[config.mk]
export PLATFORM = sky130hd
export DESIGN_NAME = pcie_link_clamp
export DESIGN_NICKNAME = d
export VERILOG_FILES = /design/src/rtl/pcie_link_clamp_pkg.sv /design/src/rtl/pcie_link_clamp_ctrl.sv /design/src/rtl/pcie_link_clamp_dp.sv /design/src/rtl/pcie_link_clamp.sv
export SDC_FILE = /design/constraint.sdc
export NUM_CORES = 1
export LEC_CHECK = 0
export BUFFER_PORTS_ARGS = -buffer_cell sky130_fd_sc_hd__buf_2
export CORE_UTILIZATION = 48
export CTS_BUF_LIST = sky130_fd_sc_hd__clkbuf_16
export DETAILED_ROUTE_END_ITERATION = 10
export GPL_ROUTABILITY_DRIVEN = 0
export PLACE_DENSITY = 0.86
export SLEW_MARGIN = 20
export SYNTH_ARGS = -nofsm -noshare
export SYNTH_HDL_FRONTEND = slang
export SYNTH_SLANG_ARGS = --single-unit
[constraint.sdc]
create_clock -name clk -period 2.2 [get_ports clk]
set_input_delay 0.44 -clock clk [delete_from_list [all_inputs] [get_ports clk]]
set_output_delay 0.44 -clock clk [all_outputs]
set_load 0.02 [all_outputs]
[src/rtl/pcie_link_clamp_pkg.sv]
package pcie_link_clamp_pkg;
  localparam int SPEED_BITS = 4;
  localparam int WIDTH_BITS = 6;
  localparam int PORT_BITS  = 8;
  localparam int SPD_LSB    = 0;
  localparam int WID_LSB    = 4;
  localparam int PORT_LSB   = 24;
  localparam int CAP_DLLARC = 20;
  localparam int CAP_BWNOT  = 21;
  localparam int STA_ACTIVE = 13;

  typedef struct packed {
    logic load;
    logic useDev;
  } clampCtl_t;
endpackage

[src/rtl/pcie_link_clamp_ctrl.sv]
module pcie_link_clamp_ctrl
  import pcie_link_clamp_pkg::*;
(
  input  logic      syncStb,
  input  logic      devPresent,
  output clampCtl_t ctl
);
  always_comb begin
    ctl.load   = syncStb;
    ctl.useDev = syncStb & devPresent;
  end
endmodule

[src/rtl/pcie_link_clamp_dp.sv]
module pcie_link_clamp_dp
  import pcie_link_clamp_pkg::*;
#(
  parameter int MAX_SPEED_CODE = 4
) (
  input  logic                  clk,
  input  logic                  rstN,
  input  clampCtl_t             ctl,
  input  logic [WIDTH_BITS-1:0] maxWidth,
  input  logic [SPEED_BITS-1:0] maxSpeed,
  input  logic [PORT_BITS-1:0]  portNum,
  input  logic [15:0]           devLinkStatus,
  output logic [31:0]           linkCap,
  output logic [31:0]           linkCap2,
  output logic [15:0]           linkStatus,
  output logic [SPEED_BITS-1:0] linkTgtSpeed
);
  localparam logic [SPEED_BITS-1:0] SPD_MIN = SPEED_BITS'(1);
  localparam logic [WIDTH_BITS-1:0] WID_MIN = WIDTH_BITS'(1);

  logic [SPEED_BITS-1:0] devSpd, spdNext;
  logic [WIDTH_BITS-1:0] devWid, widNext;
  logic [31:0] capNext, cap2Next;
  logic [15:0] staNext;
  logic        fastLink;

  assign devSpd   = devLinkStatus[SPD_LSB +: SPEED_BITS];
  assign devWid   = devLinkStatus[WID_LSB +: WIDTH_BITS];
  assign fastLink = maxSpeed > SPD_MIN;

  always_comb begin
    if (!ctl.useDev)             spdNext = maxSpeed;
    else if (devSpd == '0)       spdNext = SPD_MIN;
    else if (devSpd > maxSpeed)  spdNext = maxSpeed;
    else                         spdNext = devSpd;

    if (!ctl.useDev)             widNext = maxWidth;
    else if (devWid == '0)       widNext = WID_MIN;
    else if (devWid > maxWidth)  widNext = maxWidth;
    else                         widNext = devWid;
  end

  always_comb begin
    capNext = '0;
    capNext[SPD_LSB +: SPEED_BITS]  = maxSpeed;
    capNext[WID_LSB +: WIDTH_BITS]  = maxWidth;
    capNext[PORT_LSB +: PORT_BITS]  = portNum;
    capNext[CAP_DLLARC]             = fastLink;
    capNext[CAP_BWNOT]              = fastLink | (maxWidth > WID_MIN);

    staNext = '0;
    staNext[SPD_LSB +: SPEED_BITS]  = spdNext;
    staNext[WID_LSB +: WIDTH_BITS]  = widNext;
    staNext[STA_ACTIVE]             = fastLink;
  end

  // Supported-speed vector: one bit per speed code, only above 5 GT/s
  always_comb begin
    cap2Next = '0;
    for (int i = 1; i <= MAX_SPEED_CODE; i++) begin
      cap2Next[i] = (maxSpeed > SPEED_BITS'(2)) &&
                    ((i < 3) || (SPEED_BITS'(i) <= maxSpeed));
    end
  end

  always_ff @(posedge clk or negedge rstN) begin
    if (!rstN) begin
      linkCap      <= 32'h0000_0011;
      linkCap2     <= '0;
      linkStatus   <= 16'h0011;
      linkTgtSpeed <= '0;
    end else if (ctl.load) begin
      linkCap      <= capNext;
      linkCap2     <= cap2Next;
      linkStatus   <= staNext;
      linkTgtSpeed <= fastLink ? maxSpeed : '0;
    end
  end
endmodule

[src/rtl/pcie_link_clamp.sv]
module pcie_link_clamp
  import pcie_link_clamp_pkg::*;
#(
  parameter int MAX_SPEED_CODE = 4
) (
  input  logic        clk,
  input  logic        rstN,
  input  logic [5:0]  maxWidth,
  input  logic [3:0]  maxSpeed,
  input  logic [7:0]  portNum,
  input  logic        devPresent,
  input  logic [15:0] devLinkStatus,
  input  logic        syncStb,
  output logic [31:0] linkCap,
  output logic [31:0] linkCap2,
  output logic [15:0] linkStatus,
  output logic [3:0]  linkTgtSpeed
);
  clampCtl_t ctl;

  pcie_link_clamp_ctrl u_ctrl (
    .syncStb    (syncStb),
    .devPresent (devPresent),
    .ctl        (ctl)
  );

  pcie_link_clamp_dp #(.MAX_SPEED_CODE(MAX_SPEED_CODE)) u_dp (
    .clk           (clk),
    .rstN          (rstN),
    .ctl           (ctl),
    .maxWidth      (maxWidth),
    .maxSpeed      (maxSpeed),
    .portNum       (portNum),
    .devLinkStatus (devLinkStatus),
    .linkCap       (linkCap),
    .linkCap2      (linkCap2),
    .linkStatus    (linkStatus),
    .linkTgtSpeed  (linkTgtSpeed)
  );
endmodule

Yosys cells after proc, flatten, opt, wreduce, memory -nomap -nowiden
Cells that the tools add are included.
- logic and storage cells: 24
- output and inout bits: 84
- bits of input ports: 38
- register bits after elaboration: 39
- reduce and logical (&&, ||, !) cells: 4
- bitwise gates (word level): 2
- multiplexer cells: 7
- $lt $le $gt $ge: 7
- operator list (cell ; count):
    two-way mux 6 bit ; 3
    two-way mux 4 bit ; 4
    greater-than comparator 6 x 1 -> 1 bit, second input constant ; 1
    greater-than comparator 6 bit ; 1
    zero test 6 bit ; 1
    greater-than comparator 4 x 1 -> 1 bit, second input constant ; 1
    greater-than comparator 4 x 2 -> 1 bit, second input constant ; 1
    greater-than comparator 4 bit ; 1
    less-or-equal comparator 2 x 4 -> 1 bit, first input constant ; 1
    less-or-equal comparator 3 x 4 -> 1 bit, first input constant ; 1
    zero test 4 bit ; 1
    logical AND 1 bit ; 2
    AND 1 bit ; 1
    OR 1 bit ; 1

Depth between registers and ports, before layout
Gate-level depths: netlist (run 1).
- word-level depth: 4
- depth in mapped cells: 7

Cells and area by module
Synthesis (run 1) repeated with hierarchy kept, for this count alone.
- cell total of the unflattened synthesis: 234
- area, all modules: 2227.1 um2
- modules (own cells, without submodules) (module ; cells each ; instances ; area an instance (um2)):
    pcie_link_clamp_dp ; 232 ; 1 ; 2213.4
    pcie_link_clamp_ctrl ; 2 ; 1 ; 13.8

Least setup slack after synthesis (run 1)
OpenSTA, ideal clock, no wires.
- path kind: input-to-reg
- from: input maxWidth[5]
- to: register u_dp.linkStatus[4]
- arrival time: 1.833 ns
- data required time: 2.127 ns
- stages: 7
- slack: 0.294 ns
- library setup time: 0.073 ns
- cells stage by stage: inv_1 ha_1 and4_1 o21a_1 o31a_2 o31a_1 a21oi_1
- word-level cells in the longest chain between the ends: 4
- RTL lines (element ; RTL line ; source):
    start, declared ; pcie_link_clamp.sv:8 ; input logic [5:0] maxWidth,
    greater-than comparator 6 bit ; pcie_link_clamp_dp.sv:39 ; else if (devWid > maxWidth) widNext = maxWidth;
    two-way mux 6 bit ; pcie_link_clamp_dp.sv:39 ;
    two-way mux 6 bit ; pcie_link_clamp_dp.sv:38 ; else if (devWid == '0) widNext = WID_MIN;
    two-way mux 6 bit ; pcie_link_clamp_dp.sv:37 ; if (!ctl.useDev) widNext = maxWidth;
    end signal, assigned ; pcie_link_clamp_dp.sv:75 ; linkStatus <= staNext;
    end, declared ; pcie_link_clamp_dp.sv:15 ; output logic [15:0] linkStatus,
No other way between the ends.
A chain may end at the register's enable or synchronous reset.

Worst setup path after layout (run 1)
Same ends and word-level chain as after synthesis.

==> impl_metrics.json, run 1 <==
{
  "status": "finished clean",
  "fp-row-count": 24,
  "grt_use_total": 0.1917,
  "cts_buffers": 5,
  "viasPerCell": 4.838,
  "timing.rr.start": "u_dp.linkStatus[4]$_DFFE_PN1P_",
  "root_buffer": "clkbuf_16",
  "htreeDepth": 2,
  "peakVddDrop_uv": 398.9,
  "numPortBuffers": 70,
  "syn_avg_cell_area_um2": 9.868,
  "synth.yosys.seq_area_share": 0.4269,
  "grt_pass1_vias": 1559,
  "synth_compound_area_frac": 0.1291,
  "ys_ff_latch": 37,
  "cts_resized": 0,
  "fmax_mhz": 535.3,
  "setup_tns_ns": 0,
  "grt_pass1_wl_um": 7334,
  "ys_types": 37,
  "drv_cap": 0,
  "power.leakage_uw": 0.001325,
  "vias": 1669,
  "holdBufCountCts": 0,
  "cpPeakStageDelay_ns": 0.40,
  "antenna_found_initial": 0,
  "finalSetupViolations": 0,
  "cp_cell_sequence": "buf_2, inv_1, ha_1, and4_1, o21a_1, o31a_2, o31a_1, a21oi_1",
  "drive_above_1_share": 0.3413,
  "clk_path_buf_depth": 2,
  "synthesis.area_um2": 2181,
  "chipWidth_um": 69.41,
  "grt_max_degree": 38,
  "p_per_area_nw_per_um2": 799.9,
  "synthMuxAreaShare": 0.07229,
  "tritoncts": "built",
  "synth_warnings": 0,
  "pin_count": 122,
  "synth_top_family_by_area": "buffers and inverters",
  "cp_data_arrival_time_ns": 2.07,
  "critPathKind": "input pin to register",
  "die_h_um": 69.41,
  "min_period_over_period": 0.8491,
  "drt_iter0_markers": 101,
  "drt_pass1_iterations": 4,
  "period_needed_ns": 1.868,
  "dpl.cell_count": 337,
  "drc_errors": 0,
  "syn2layout_area_growth_pct": 17.50,
  "clk_latency_ns": 0.28,
  "yosys.area_share.simple": 0.09180,
  "worst-path-max-fanout": 7,
  "post-cts-setup-buffers": 0,
  "instances_no_fill": 345,
  "r2r_slack_ns": 1.42,
  "cts_sinks": 37,
  "nFillCells": 370,
  "startpoint_type": "input pin",
  "rsz0062_at_grt": "false",
  "critPathRequiredTime_ns": 2.40,
  "min_path_type": "input pin to async pin",
  "skew_ns": 0,
  "dp_hpwl_um": 3279,
  "overflow": 0,
  "crit_slowest_cell": "o31a_2",
  "fin_nets": 340,
  "r2r_cells": 2,
  "syn_inst": 221,
  "cts.clk_slew.worst_paths_ns": 0.05,
  "finalMaxSlewViolations": 0,
  "initial_core_util": 0.5009,
  "ant_nets": 0,
  "dieArea_um2": 4817,
  "synthAdderAreaFrac": 0.05737,
  "wl_um": 4373,
  "antenna-diode-count": 0,
  "rr_endpoint": "u_dp.linkStatus[4]$_DFFE_PN1P_",
  "synthXorXnorAreaFrac": 0,
  "tightest_slew_ns": 0.7862,
  "hold_violations": 0,
  "coreArea_um2": 4354,
  "endpoint_kind": "register",
  "slew_headroom": 0.4758,
  "wl_per_cell_um": 12.68
}
[synth_stat cells]
| master | count | share of area |
|---|---|---|
| buf_4 | 47 | 0.16 |
| clkbuf_1 | 2 | 0.0034 |
| and2_1 | 2 | 0.0057 |
| a22oi_1 | 5 | 0.017 |
| o21ai_0 | 10 | 0.023 |
| dfstp_2 | 4 | 0.048 |
| or4_1 | 1 | 0.0034 |
| a32oi_1 | 1 | 0.0040 |
| o211ai_1 | 3 | 0.010 |
| and4_1 | 1 | 0.0040 |
| buf_1 | 2 | 0.0034 |
| a21oi_1 | 5 | 0.011 |
| inv_1 | 23 | 0.040 |
| o31a_1 | 1 | 0.0040 |
| o31a_2 | 1 | 0.0046 |
| buf_2 | 1 | 0.0023 |
| nor4_1 | 2 | 0.0057 |
| a21o_1 | 1 | 0.0034 |
| conb_1 | 1 | 0.0017 |
| a41oi_1 | 1 | 0.0040 |
| nor2_1 | 7 | 0.012 |
| ha_1 | 10 | 0.057 |
| o22ai_1 | 6 | 0.017 |
| nand2_1 | 7 | 0.012 |
| nor2b_1 | 2 | 0.0057 |
| buf_6 | 2 | 0.010 |
| o21a_1 | 3 | 0.010 |
| mux2_2 | 14 | 0.072 |
| o31ai_1 | 1 | 0.0034 |
| nand2b_1 | 3 | 0.0086 |
| a21boi_0 | 1 | 0.0034 |
| a31oi_1 | 1 | 0.0029 |
| dfrtp_1 | 33 | 0.38 |
| a32o_1 | 1 | 0.0046 |
| o41a_1 | 1 | 0.0052 |
| nor3_1 | 6 | 0.014 |
| nand3_1 | 9 | 0.021 |
[power breakdown]
group          leakage [µW]  internal (µW)  switching [µW]  total, µW
registers          0.000422            756            32.9        789
logic              0.000826            154             315        470
clock network     0.0000775            530             262        791
total               0.00132           1440             610       2050
[how the worst max path moves through the flow]
stage	end	slack, ns	start	cells after the start
after global routing	u_dp.linkStatus[4]$_DFFE_PN1P_	0.23	maxWidth[4]	8
after detailed placement	u_dp.linkStatus[4]$_DFFE_PN1P_	0.06	maxWidth[5]	8
final	u_dp.linkStatus[4]$_DFFE_PN1P_	0.33	maxWidth[5]	8
after floorplan	u_dp.linkStatus[4]$_DFFE_PN1P_	0.29	maxWidth[5]	7
after global placement	u_dp.linkStatus[4]$_DFFE_PN1P_	0.09	maxWidth[5]	8
after CTS	u_dp.linkStatus[4]$_DFFE_PN1P_	0.34	maxWidth[5]	8
[sequential cells by signal, indices dropped and copies added (netlist names)]
signal,cells
u_dp.linkCap2,3
u_dp.linkStatus,10
u_dp.linkCap,20
u_dp.linkTgtSpeed,4
[kinds of logic (layout without fill, tap and decap cells)]
logic type	Yosys count	in the layout
buf+inv	77	105
fa+ha+maj	10	10
flops	37	37
other cells	1	45
compound gates	42	42
simple gates	40	40
mux	14	14
[cell type report]
cell class	instances	area (µm²)	area share
well taps	52	65.06	0.02539
inverters	23	86.33	0.03369
multi-input cells	151	933.4	0.3643
repair buffers	74	380.4	0.1484
flip-flops and latches	37	930.9	0.3633
clock buffers	5	125.1	0.04883
clock inverters	3	41.29	0.01611
[cell usage in the layout, fill, tap and decap left out, types with 2 or more instances in the layout]
master | netlist | layout
ha_1 | 10 | 10
dfstp_2 | 4 | 4
inv_1 | 23 | 23
nor2_1 | 7 | 7
mux2_2 | 14 | 14
o211ai_1 | 3 | 3
nand2b_1 | 3 | 3
a22oi_1 | 5 | 5
nand3_1 | 9 | 9
a21oi_1 | 5 | 5
o21a_1 | 3 | 3
nor4_1 | 2 | 2
buf_4 | 47 | 4
conb_1 | 1 | 45
o22ai_1 | 6 | 6
buf_2 | 1 | 70
o21ai_0 | 10 | 10
nor2b_1 | 2 | 2
nand2_1 | 7 | 7
clkbuf_16 | 0 | 5
and2_1 | 2 | 2
dfrtp_1 | 33 | 33
nor3_1 | 6 | 6
[per-layer routing]
metal  track usage  part of all wire  up-vias
met5             0                 0        -
li1              -                 -      804
met3       0.04360             0.058       11
met1        0.2388              0.42      782
met2        0.3172              0.49       72
met4       0.08617             0.024        0
[per-stage QoR]
stage | total power [µW] | util | worst slack (ns) | hold slack, ns | instance area [µm²]
6_report | 2050 | 0.5885 | 0.3319 | 0.2405 | 2562
5_1_grt | 2146 | 0.5885 | 0.2340 | 0.3134 | 2562
4_1_cts | 2064 | 0.5885 | 0.3394 | 0.2770 | 2562
3_5_place_dp | 1267 | 0.5503 | 0.06029 | 0.4681 | 2396
3_3_place_gp | 1254 | 0.5503 | 0.09102 | 0.4629 | 2396
2_1_floorplan | 1171 | - | 0.2939 | 0.1444 | 2346
[critical path: cells and delay by family]
family | cells | cell delay, ns
AO/OA/AOI/OAI | 4 | 0.93
adder cells (fa/ha/maj) | 1 | 0.31
buffers and inverters | 2 | 0.15
AND/OR/NAND/NOR | 1 | 0.22
No activity file was read; power rests on OpenSTA's default activity.
==> inputs of run 2 (changes only) <==
--- a/config.mk
+++ b/config.mk
@@ -6,11 +6,11 @@
 export NUM_CORES = 1
 export LEC_CHECK = 0
 export BUFFER_PORTS_ARGS = -buffer_cell sky130_fd_sc_hd__buf_2
-export CORE_UTILIZATION = 48
+export CORE_UTILIZATION = 44
 export CTS_BUF_LIST = sky130_fd_sc_hd__clkbuf_16
 export DETAILED_ROUTE_END_ITERATION = 10
 export GPL_ROUTABILITY_DRIVEN = 0
-export PLACE_DENSITY = 0.86
+export PLACE_DENSITY = 0.8
 export SLEW_MARGIN = 20
 export SYNTH_ARGS = -nofsm -noshare
 export SYNTH_HDL_FRONTEND = slang
==> constraint.sdc (replaced) <==
create_clock -name clk -period 1.8 [get_ports clk]
set_input_delay 0.36 -clock clk [delete_from_list [all_inputs] [get_ports clk]]
set_output_delay 0.36 -clock clk [all_outputs]
set_load 0.02 [all_outputs]
==> impl_metrics.json, run 2 (synthesized netlist as in run 1, its figures left out) <==
{
  "status": "finished clean",
  "nFillCells": 442,
  "viasPerCell": 4.619,
  "cp_cell_sequence": "buf_2, inv_1, ha_1, and4_1, o21a_1, o31a_4, o31a_1, a21oi_1",
  "final_cell_mix": "buf_2, conb_1, dfrtp_1",
  "hold_violations": 0,
  "min_path_type": "input pin to async pin",
  "dieArea_um2": 5242,
  "cts.clk_slew.worst_paths_ns": 0.05,
  "drc_errors": 0,
  "overflow": 0,
  "worst-path-max-fanout": 7,
  "skew_ns": 0,
  "finalMaxSlewViolations": 0,
  "instances_no_fill": 375,
  "endpoint_kind": "register",
  "syn2layout_area_growth_pct": 23.12,
  "dp_hpwl_um": 3529,
  "cts_sinks": 37,
  "cp_data_arrival_time_ns": 1.90,
  "antenna_found_initial": 0,
  "wl_per_cell_um": 12.01,
  "regMostFlops": "u_dp.linkCap",
  "pin_count": 122,
  "p_per_area_nw_per_um2": 885.6,
  "critPathKind": "input pin to register",
  "power.leakage_uw": 0.001404,
  "critPathRequiredTime_ns": 2.01,
  "drt_pass1_iterations": 4,
  "grt_pass1_wl_um": 7431,
  "coreArea_um2": 4755,
  "period_needed_ns": 1.697,
  "crit_slowest_cell": "o31a_4",
  "largest_reg_flops": 20,
  "drv_cap": 0,
  "critPathTopFamily": "compound AO/OA/AOI/OAI gates",
  "ant_nets": 0,
  "path_buf_inv": 2,
  "cts_buffers": 5,
  "startpoint_type": "input pin",
  "peakVddDrop_uv": 507.2,
  "final_util": 0.5647,
  "numPortBuffers": 70,
  "vias": 1732,
  "fp-row-count": 25,
  "fin_nets": 355,
  "reg_top3": "u_dp.linkCap (20), u_dp.linkStatus (10), u_dp.linkTgtSpeed (4)",
  "min_period_over_period": 0.9429,
  "dpl.cell_count": 367,
  "grt_use_total": 0.1844,
  "root_buffer": "clkbuf_16",
  "grt_pass1_vias": 1629,
  "clk_path_buf_depth": 2,
  "rsz0062_at_grt": "false",
  "wl_um": 4504,
  "chipWidth_um": 72.40,
  "finalSetupViolations": 0,
  "initial_core_util": 0.4587,
  "antenna-diode-count": 0,
  "fmax_mhz": 589.2,
  "cpPeakStageDelay_ns": 0.37,
  "finalPower_uw": 2378,
  "die_h_um": 72.40,
  "clk_latency_ns": 0.27,
  "htreeDepth": 2,
  "drive_above_1_share": 0.3701,
  "tritoncts": "built",
  "drt_iter0_markers": 67,
  "final_common_cell": "buf_2",
  "grt_max_degree": 28
}
[run 2: worst paths after layout]
kind / startpoint / depth (start not counted) / slack (ns) / end
min in group clk: portNum[2] / 2 / 0.31 / u_dp.linkCap[26]$_DFFE_PN0P_
worst max-delay path: maxWidth[5] / 8 / 0.10 / u_dp.linkStatus[4]$_DFFE_PN1P_
worst max register to register: u_dp.linkStatus[4]$_DFFE_PN1P_ / 2 / 1.03 / u_dp.linkStatus[4]$_DFFE_PN1P_
worst min register to register: u_dp.linkCap[0]$_DFFE_PN1P_ / 2 / 0.48 / u_dp.linkCap[0]$_DFFE_PN1P_
worst min-delay path: rstN / 1 / 0.03 / u_dp.linkCap[1]$_DFFE_PN0P_
max in group asynchronous: rstN / 2 / 1.23 / u_dp.linkStatus[4]$_DFFE_PN1P_
[run 2: area by class of cell]
class	instances	area, µm²	area share
well taps	67	83.83	0.03122
repair buffers	89	505.5	0.1883
flip-flops and latches	37	930.9	0.3467
multi-input cells	151	940.9	0.3504
clock inverters	3	12.51	0.004660
inverters	23	86.33	0.03215
clock buffers	5	125.1	0.04660
[run 2: per-layer routing]
metal / vias to the layer above / track usage / part of all wire
met5: - / 0 / 0
met4: 0 / 0.09150 / 0.027
met3: 13 / 0.04444 / 0.061
met2: 76 / 0.3094 / 0.50
met1: 800 / 0.2210 / 0.41
li1: 843 / - / -
[run 2: where the power goes]
part / switching [µW] / leakage, µW / internal (µW)
combinational: 391 / 0.000906 / 214
sequential: 40.6 / 0.000422 / 924
clock: 308 / 0.0000762 / 499
[run 2: metrics by stage]
stage / hold WS [ns] / instance area (µm²) / setup slack (ns) / setup TNS, ns
after floorplan: 0.06441 / 2346 / 0.03225 / 0
after global placement: 0.3356 / 2540 / -0.1415 / -0.4826
after detailed placement: 0.3427 / 2540 / -0.2036 / -0.7418
after CTS: 0.04833 / 2678 / 0.08614 / 0
after global routing: 0.06908 / 2685 / 0.02561 / 0
final: 0.03347 / 2685 / 0.1029 / 0
[run 2: worst register-to-register path, cell delays in order (launching register included)]
cell	delay, ns
dfstp_2	0.55
nor2_1	0.04
a21oi_1	0.11
[run 2: what timing repair did]
item,4_1_cts,5_1_grt
setup buffers,0,0
endpoints found under the setup margin,0,1
hold buffers,0,0
gates resized for setup,0,1
